`src/rtl/mem_return_seq.sv`:
```
module mem_return_seq_fifo #(
  parameter int W     = 8,
  parameter int DEPTH = 4
) (
  input  logic         clk,
  input  logic         rst_n,
  input  logic         push,
  input  logic [W-1:0] din,
  input  logic         pop,
  output logic [W-1:0] dout,
  output logic         empty,
  output logic         full
);
  localparam int PW = (DEPTH > 1) ? $clog2(DEPTH) : 1;
  localparam int CW = $clog2(DEPTH + 1);
  localparam logic [PW-1:0] LAST = PW'(DEPTH - 1);

  logic [W-1:0]  mem [DEPTH];
  logic [PW-1:0] wp, rp;
  logic [CW-1:0] cnt;

  wire do_push = push && !full;
  wire do_pop  = pop && !empty;

  assign empty = (cnt == '0);
  assign full  = (cnt == CW'(DEPTH));
  assign dout  = mem[rp];

  always_ff @(posedge clk) begin
    if (!rst_n) begin
      wp  <= '0;
      rp  <= '0;
      cnt <= '0;
    end else begin
      if (do_push) begin
        mem[wp] <= din;
        wp <= (wp == LAST) ? '0 : wp + 1'b1;
      end
      if (do_pop) rp <= (rp == LAST) ? '0 : rp + 1'b1;
      cnt <= cnt + CW'(do_push) - CW'(do_pop);
    end
  end
endmodule

module mem_return_seq #(
  parameter int AW        = 32,
  parameter int IW        = 8,
  parameter int MQ_DEPTH  = 8,
  parameter int WBQ_DEPTH = 4,
  parameter int RQ_DEPTH  = 4
) (
  input  logic          clk,
  input  logic          rst_n,
  input  logic          miss_push,
  input  logic [AW-1:0] miss_addr,
  input  logic          miss_write,
  input  logic [IW-1:0] miss_id,
  output logic          miss_full,
  input  logic          dram_full,
  output logic          dram_req_valid,
  output logic [AW-1:0] dram_req_addr,
  output logic          dram_req_write,
  output logic          dram_req_wb,
  output logic [IW-1:0] dram_req_id,
  input  logic          dram_rsp_valid,
  input  logic [AW-1:0] dram_rsp_addr,
  input  logic          dram_rsp_write,
  input  logic          dram_rsp_wb,
  input  logic [IW-1:0] dram_rsp_id,
  output logic          dram_rsp_take,
  output logic          ms_notify,
  output logic [AW-1:0] ms_notify_addr,
  output logic          ms_notify_wb,
  input  logic          chain_valid,
  input  logic [AW-1:0] chain_addr,
  input  logic [IW-1:0] chain_id,
  input  logic          chain_write,
  output logic          chain_pop,
  input  logic          reply_full,
  output logic          reply_valid,
  output logic [AW-1:0] reply_addr,
  output logic [IW-1:0] reply_id,
  input  logic          line_present,
  output logic          fill_valid,
  output logic [AW-1:0] fill_addr,
  input  logic          evict_valid,
  input  logic [AW-1:0] evict_addr
);
  localparam logic [AW-1:0] NO_EVICT = '1;
  localparam int MW = AW + IW + 1;
  localparam int RW = AW + IW;

  logic          mq_empty, mq_full, wq_empty, wq_full;
  logic          rq_empty, rq_full, xq_empty, xq_full;
  logic [MW-1:0] mq_dout, xq_dout;
  logic [AW-1:0] wq_dout;
  logic [RW-1:0] rq_dout;

  logic          cur_valid, cur_chk, cur_write;
  logic [AW-1:0] cur_addr, evict_q;
  logic [IW-1:0] cur_id;

  // dispatch to DRAM
  wire issue_wb   = !dram_full && !wq_empty;
  wire issue_miss = !dram_full && wq_empty && !mq_empty;

  assign miss_full      = mq_full;
  assign dram_req_valid = issue_wb || issue_miss;
  assign dram_req_addr  = issue_wb ? wq_dout : mq_dout[AW-1:0];
  assign dram_req_write = issue_wb || mq_dout[MW-1];
  assign dram_req_wb    = issue_wb;
  assign dram_req_id    = issue_wb ? '0 : mq_dout[AW +: IW];

  // response intake
  wire rsp_to_wr = dram_rsp_write || dram_rsp_wb;
  assign dram_rsp_take = dram_rsp_valid && !rq_full && !xq_full;

  // return selection
  wire idle   = !cur_valid;
  wire pop_rd = idle && !chain_valid && !rq_empty;
  wire pop_wr = idle && !chain_valid && rq_empty && !xq_empty;
  assign chain_pop = chain_valid && (idle || cur_chk);

  assign ms_notify      = pop_rd || pop_wr;
  assign ms_notify_addr = pop_rd ? rq_dout[AW-1:0] : xq_dout[AW-1:0];
  assign ms_notify_wb   = pop_wr && xq_dout[MW-1];

  // processing
  wire busy    = cur_valid && !cur_chk;
  wire pend    = (evict_q != NO_EVICT);
  wire rd_act  = busy && !cur_write;

  assign reply_valid = rd_act && !pend && !reply_full;
  assign reply_addr  = cur_addr;
  assign reply_id    = cur_id;
  assign fill_valid  = reply_valid && !line_present;
  assign fill_addr   = cur_addr;

  wire           new_ev  = fill_valid && evict_valid;
  wire [AW-1:0]  ev_addr = pend ? evict_q : evict_addr;
  wire           wb_push = rd_act && (pend || new_ev) && !wq_full;
  wire           done    = busy && (cur_write || (reply_valid && !new_ev) || wb_push);

  always_ff @(posedge clk) begin
    if (!rst_n) begin
      cur_valid <= 1'b0;
      cur_chk   <= 1'b0;
      cur_write <= 1'b0;
      cur_addr  <= '0;
      cur_id    <= '0;
      evict_q   <= NO_EVICT;
    end else begin
      if (chain_pop) begin
        cur_valid <= 1'b1;
        cur_chk   <= 1'b0;
        cur_addr  <= chain_addr;
        cur_id    <= chain_id;
        cur_write <= chain_write;
      end else if (pop_rd) begin
        cur_valid <= 1'b1;
        cur_chk   <= 1'b1;
        cur_addr  <= rq_dout[AW-1:0];
        cur_id    <= rq_dout[AW +: IW];
        cur_write <= 1'b0;
      end else if (pop_wr) begin
        cur_valid <= 1'b1;
        cur_chk   <= 1'b1;
        cur_addr  <= xq_dout[AW-1:0];
        cur_id    <= xq_dout[AW +: IW];
        cur_write <= 1'b1;
      end else if (cur_chk) begin
        cur_chk <= 1'b0;
      end else if (done) begin
        cur_valid <= 1'b0;
      end

      if (done)        evict_q <= NO_EVICT;
      else if (new_ev) evict_q <= evict_addr;
    end
  end

  mem_return_seq_fifo #(.W(MW), .DEPTH(MQ_DEPTH)) u_missq (
    .clk(clk), .rst_n(rst_n), .push(miss_push), .din({miss_write, miss_id, miss_addr}),
    .pop(issue_miss), .dout(mq_dout), .empty(mq_empty), .full(mq_full));

  mem_return_seq_fifo #(.W(AW), .DEPTH(WBQ_DEPTH)) u_wbq (
    .clk(clk), .rst_n(rst_n), .push(wb_push), .din(ev_addr),
    .pop(issue_wb), .dout(wq_dout), .empty(wq_empty), .full(wq_full));

  mem_return_seq_fifo #(.W(RW), .DEPTH(RQ_DEPTH)) u_rdq (
    .clk(clk), .rst_n(rst_n), .push(dram_rsp_take && !rsp_to_wr),
    .din({dram_rsp_id, dram_rsp_addr}),
    .pop(pop_rd), .dout(rq_dout), .empty(rq_empty), .full(rq_full));

  mem_return_seq_fifo #(.W(MW), .DEPTH(RQ_DEPTH)) u_wrq (
    .clk(clk), .rst_n(rst_n), .push(dram_rsp_take && rsp_to_wr),
    .din({dram_rsp_wb, dram_rsp_id, dram_rsp_addr}),
    .pop(pop_wr), .dout(xq_dout), .empty(xq_empty), .full(xq_full));
endmodule

```
`config.mk`:
```
export PLATFORM = sky130hd
export DESIGN_NAME = mem_return_seq
export DESIGN_NICKNAME = d
export VERILOG_FILES = /design/src/rtl/mem_return_seq.sv
export SDC_FILE = /design/constraint.sdc
export NUM_CORES = 1
export LEC_CHECK = 0
export CAP_MARGIN = 20
export CORE_ASPECT_RATIO = 0.7
export CORE_MARGIN = 1
export CORE_UTILIZATION = 58
export CTS_CLUSTER_SIZE = 30
export DETAILED_ROUTE_END_ITERATION = 10
export PLACE_DENSITY = 0.8
export SLEW_MARGIN = 10
export SYNTH_ARGS = -nofsm -noshare
export SYNTH_HDL_FRONTEND = slang
export SYNTH_HIERARCHICAL = 1
export SYNTH_SLANG_ARGS = --single-unit
export TNS_END_PERCENT = 20
```
`constraint.sdc`:
```
create_clock -name clk -period 5.5 [get_ports clk]
set_input_delay 1.375 -clock clk [delete_from_list [all_inputs] [get_ports clk]]
set_output_delay 1.375 -clock clk [all_outputs]
set_load 0.005 [all_outputs]
```
==> run summary, run 1 <==
Status -> finished clean
Worst setup path start -> chain_valid
Commonest non-fill, non-tap cells in the layout -> 780 x edfxtp_1, 317 x clkdlybuf4s50_1, 141 x mux2_2
Slew HR -> 0.407
Mapped Cells -> 1780
RSZ-0062 raised after global routing -> false
First-pass GRT wire length -> 118 mm
CTS tree -> yes
Worst slew pin tran -> 0.882 ns
Initial Util -> 0.586
P per Cell Area -> 439 nW/um^2
Fmax -> 201 MHz
Post-CTS Resized -> 0
Most common cell after layout, fill and taps aside -> edfxtp_1
Die ar. -> 63200 sq um
Worst Setup End Kind -> primary output
Non-filler instance count after layout -> 2994
Setup TNS Final -> 0 ns
Post-synthesis sequential area ratio -> 0.713
Die W -> 300 um
Leak -> 14.0 nW
Peak fanout along the critical path -> 41
Worst r2r path cells -> 14
Syn Nets -> 1980
Max VDD drop -> 0.549 mV
Post-DP HPWL -> 50.5 mm
Hold_buf cts -> 0
Number of global-route vias before repair -> 18631
Clock transition at path regs -> 0.06 ns
Remaining DRCs -> 0
Pin count of the biggest net entering global routing -> 55
Core area -> 61500 sq um
DR WL/cell -> 27.0 um
Synth Area per Inst -> 20.3 sq um
DRT antenna net count -> 0
Placer congestion estimate -> 0.791
Final WL -> 81.0 mm
I/O pin total -> 319
WP data required -> 4.12 ns
Synthesized area -> 36100 sq um
Clock tree sinks -> 895
CTS buffer count -> 81
Final number of setup-violating endpoints -> 0
Critical R2R Launch -> evict_q[14]$_SDFFE_PP1P_
Final Critical Period -> 4.98 ns
Row count -> 76
Min-delay src -> u_missq/rp[1]$_SDFFE_PN0N_
Seq cells post-synth -> 895
Via count -> 18396
Worst Clk Skew -> 0.0150 ns
# placed instances -> 2843
Synth warnings -> 6
Setup CP Type -> in2out
Die height -> 211 um
Worst hold margin -> 0.479 ns
Crit path DAT -> 3.60 ns
Starting DRT DRC Count -> 1777
Total track usage -> 0.257
Root Driver -> clkbuf_16
Main synth FF type -> edfxtp_1
Fin. max-slew vios -> 0
Nets@finish -> 2307
Setup Buffers After CTS -> 0
Layout area overhead -> 18.2%
Clock Latency Late Sink -> 0.63 ns
Number of synthesized flops with an enable pin -> 780
Deepest clock path buffer count -> 3
TritonRoute pass-1 iters -> 6
PortBufs -> 318
Share of cells above drive strength 1 -> 0.229
CP endpoint -> ms_notify_addr[10]
Tightest Hold Check Type -> reg2reg
Max capacitance violation total -> 0
Asr flop ratio synth -> 0
GRT overflow -> 0
Fin crit share -> 0.905
Fin. Hold Viols -> 0
Post-Route Utilization -> 0.693
Htree depth -> 3
Initial antenna violation count -> 10
Reg-to-reg slack, setup -> 1.80 ns
Slack of the critical path -> 0.524 ns
RR Endpoint -> u_wbq/cnt[2]$_SDFF_PN0_
Vias/cell -> 6.14
Place WS -> 0.545 ns
Crit start category -> primary input
Synth unique cells -> 55
[power breakdown]
part,switching (mW),total (mW),internal (mW)
registers,0.251,8.30,8.05
clock network,2.43,5.72,3.29
logic,2.27,4.68,2.41
[final cells by class]
class | instances | area (sq um)
Clock buffer | 102 | 2170
Timing Repair Buffer | 380 | 3720
Tap cell | 819 | 1020
Clock inverter | 46 | 527
Fill cell | 3649 | 18900
Inverter | 34 | 128
Antenna cell | 3 | 7.51
Sequential cell | 895 | 25700
Multi-Input combinational cell | 715 | 9320
[stage by stage]
stage               total power, mW  cell area [sq um]
floorplan                      11.4              36100
global placement               12.9              39900
detailed placement             13.1              39900
CTS                            18.8              42600
global route                   19.3              42600
finish                         18.7              42600
[per-layer routing]
metal / vias up / part of all wire / global-route usage
li1: 7956 / - / -
met1: 9543 / 0.41 / 0.361
met2: 750 / 0.49 / 0.410
met3: 133 / 0.071 / 0.0528
met4: 14 / 0.027 / 0.0825
met5: - / 0.0011 / 0
[critical path: stages]
cell	delay [ns]
clkdlybuf4s50_1	0.55
or3_1	0.39
clkinv_1	0.11
buf_12	0.26
mux2_2	0.41
clkdlybuf4s50_1	0.46
[synthesized netlist by cell type, drive strengths merged (31+ instances only)]
library cell,instances,area [sq um]
edfxtp,780,23400
nand2,40,150
mux2,169,2010
dfxtp,115,2300
o21ai,48,240
mux4,195,4700
clkbuf,46,178
inv,33,124
ha,31,388
buf,90,806
a22o,32,280
o41ai,32,280
[worst min path at each step]
stage                               to  slack [ns]  depth (start not counted)
2_1_floorplan  evict_q[6]$_SDFFE_PP1P_        0.45                          2
3_3_place_gp   evict_q[6]$_SDFFE_PP1P_        0.46                          2
3_5_place_dp                      flop        0.48                          2
4_1_cts                           flop        0.49                          2
5_1_grt        evict_q[5]$_SDFFE_PP1P_        0.51                          2
6_report                          flop        0.48                          2
[state kept, by name (all words and copies together), names as in the netlist, 3 cells and up, named ones only]
| register | cells |
|---|---|
| u_missq/rp | 3 |
| u_wbq/mem | 128 |
| u_rdq/cnt | 3 |
| reply_id | 8 |
| u_missq/mem | 328 |
| u_rdq/mem | 160 |
| u_wbq/cnt | 3 |
| fill_addr | 32 |
| u_missq/wp | 3 |
| u_wrq/mem | 164 |
| evict_q | 32 |
| u_missq/cnt | 4 |
| u_wrq/cnt | 3 |
[cells by family after synthesis]
family,Yosys count,share of synthesized area
AO/OA/AOI/OAI,141,0.0279
XOR/XNOR,7,0.00170
adder cells (fa/ha/maj),35,0.0130
buffers and inverters,170,0.0308
flip-flops,895,0.713
multiplexers,376,0.189
AND/OR/NAND/NOR,156,0.0240
Power figures use the tool's default switching activity.
==> inputs of run 2 (changes only) <==
--- a/config.mk
+++ b/config.mk
@@ -11,6 +11,7 @@
 export CORE_UTILIZATION = 58
 export CTS_CLUSTER_SIZE = 30
 export DETAILED_ROUTE_END_ITERATION = 10
+export GPL_TIMING_DRIVEN = 0
 export PLACE_DENSITY = 0.8
 export SLEW_MARGIN = 10
 export SYNTH_ARGS = -nofsm -noshare
==> run summary, run 2 (same netlist as run 1, synthesis figures left out) <==
Die ar. -> 63200 sq um (unchanged)
Clock tree sinks -> 895 (unchanged)
Crit-path slowest cell -> clkbuf_1
Die W -> 300 um (unchanged)
Htree depth -> 3 (unchanged)
Grt met1 use -> 0.385 (+0.0236)
Hold Path Stages -> 2 (unchanged)
Number of global-route vias before repair -> 19384 (+4.0%)
CP bufs+invs -> 4 (unchanged)
Final Cell Area -> 43500 sq um (+2.2%)
Max capacitance violation total -> 0 (unchanged)
DR WL/cell -> 27.2 um (+0.48%)
First-pass GRT wire length -> 122 mm (+2.9%)
Via count -> 19050 (+3.6%)
Vias/cell -> 6.14 (about the same)
Fmax -> 184 MHz (-8.2%)
Fin. max-slew vios -> 0 (unchanged)
Met2 usage -> 0.410 (+0.000478)
Deepest clock path buffer count -> 3 (unchanged)
Fin. Hold Viols -> 0 (unchanged)
Min-delay src -> evict_q[22]$_SDFFE_PP1P_
Worst Setup End Kind -> primary output
GRT overflow -> 0 (unchanged)
PortBufs -> 318 (unchanged)
CTS buffer count -> 82 (+1.2%)
Crit start category -> primary input
RR Endpoint -> u_wbq/cnt[2]$_SDFF_PN0_
Post-Route Utilization -> 0.708 (+0.0149)
Filler cells -> 3600 (-1.3%)
Reg-to-reg slack, setup -> 1.80 ns (about the same)
Share of cells above drive strength 1 -> 0.239 (+0.00942)
Worst Clk Skew -> 0.0226 ns (+0.00761 ns)
Remaining DRCs -> 0 (unchanged)
Worst slew pin tran -> 1.03 ns (+0.147 ns)
RSZ-0062 raised after global routing -> false
Cell with the most instances on the worst path -> clkdlybuf4s50_1
CTS tree -> yes
Clock transition at path regs -> 0.06 ns (about the same)
WP data required -> 4.12 ns (about the same)
Row count -> 76 (unchanged)
Largest reg by FF count -> u_missq/mem
Nets@finish -> 2409 (+4.4%)
Initial antenna violation count -> 11 (+1)
Starting DRT DRC Count -> 1849 (+4.1%)
Total track usage -> 0.265 (+0.00791)
Layout area overhead -> 20.7%
Pin count of the biggest net entering global routing -> 41 (-25%)
Critical R2R Launch -> u_wbq/cnt[1]$_SDFF_PN0_
Status -> finished clean
Placed cell areas -> 40800 sq um (+2.1%)
Slack of the critical path -> 0.0782 ns (-0.445 ns)
Crit-path max cell delay -> 0.57 ns (+0.02 ns)
WHS Endpoint -> evict_q[22]$_SDFFE_PP1P_
Place WS -> -0.0312 ns (-0.576 ns)
Initial Util -> 0.586 (unchanged)
Power consumption -> 19.2 mW (+2.6%)
Tightest Hold Check Type -> reg2reg
Post-DP HPWL -> 55.2 mm (+9.2%)
Leak -> 14.4 nW (+3.0%)
CP cell instances -> clkdlybuf4s50_1 -> nor2_1 -> buf_4 -> clkbuf_1 -> mux2_2 -> clkdlybuf4s50_1
Final number of setup-violating endpoints -> 0 (unchanged)
Largest registers -> u_missq/mem: 328 flops, u_wrq/mem: 164 flops, u_rdq/mem: 160 flops
Clock Latency Late Sink -> 0.64 ns (about the same)
Core area -> 61500 sq um (unchanged)
TritonRoute pass-1 iters -> 5 (-1)
Final WL -> 84.3 mm (+4.1%)
Crit path DAT -> 4.05 ns (+0.45 ns)
Root Driver -> clkbuf_16
Grt met3 use -> 0.0504 (-0.00237)
Worst r2r path cells -> 12 (-2)
Flip-flop count of the largest register after layout -> 328 (unchanged)
Most common cell after layout, fill and taps aside -> edfxtp_1
Die height -> 211 um (unchanged)
Fin crit share -> 0.986 (+0.0810)
Setup CP Type -> in2out
Commonest non-fill, non-tap cells in the layout -> 780 x edfxtp_1, 318 x clkdlybuf4s50_1, 141 x mux2_2
Placer congestion estimate -> 0.820 (+3.6%)
Final Critical Period -> 5.42 ns (+0.445 ns)
Peak fanout along the critical path -> 10 (-76%)
DRT antenna net count -> 0 (unchanged)
GRT busiest layer -> met2
Max VDD drop -> 0.393 mV (-29%)
Slew HR -> 0.312 (-0.0957)
P per Cell Area -> 441 nW/um^2 (+0.44%)
I/O pin total -> 319 (unchanged)
CP delay by family, top -> buffers and inverters
==> run 2: power breakdown <==
part           leakage (nW)  internal (mW)  switching, mW  total (mW)
logic                  5.13           2.69           2.47        5.15
registers              7.97           8.05          0.193        8.24
clock network          1.33           3.33           2.46        5.79
==> run 2: layer usage <==
metal,vias to the layer above,part of all wire
li1,8162,-
met1,9916,0.43
met2,801,0.48
met3,159,0.072
met4,12,0.026
met5,-,0.00084
==> run 2: cell type report <==
cell class,count,area [sq um],share of cell area
clock buffer,114,2300,0.0529
buffer,136,986,0.0226
antenna,5,12.5,0.000287
clock inverter,40,442,0.0101
multi-input combinational,715,9310,0.214
sequential,895,25700,0.591
timing repair buffer,345,3610,0.0830
inverter,34,128,0.00293
tap,819,1020,0.0235
==> run 2: worst max path at each step <==
stage,start,endpoint,slack (ns),cells after the start
after floorplan,rst_n,u_missq/mem[0][0]$_DFFE_PP_,0.35,3
after global placement,rst_n,u_missq/mem[1][14]$_DFFE_PP_,-3.97,4
after detailed placement,chain_valid,ms_notify_wb,-0.03,6
after CTS,dram_full,dram_req_addr[10],0.005,6
after global routing,dram_full,dram_req_addr[29],0.06,6
final,dram_full,dram_req_addr[27],0.08,6
==> run 2: worst register-to-register path, cell delays in order (launching register included) <==
cell and delay, ns:
dfxtp_1 0.34, nor3_1 0.62, nor2_1 0.31, clkbuf_1 0.48
o31ai_1 0.33, inv_1 0.12, ha_1 0.30, inv_1 0.05
ha_1 0.19, fa_1 0.40, xnor2_1 0.15, xnor2_1 0.13
and2_1 0.15
==> run 2: timing repair <==
action                                  4_1_cts  5_1_grt
endpoints found under the setup margin        1       10
buffers inserted                              0        0
gates resized for setup                       1        2
hold buffers                                  0        0
==> run 2: stage by stage <==
stage	std cells	hold slack [ns]	TNS, ns
after global routing	3102	0.515	0
after CTS	3098	0.497	0
after detailed placement	2944	0.490	-0.0312
after global placement	2917	0.467	-738.19
after floorplan	1780	0.448	0
final	3103	0.497	0
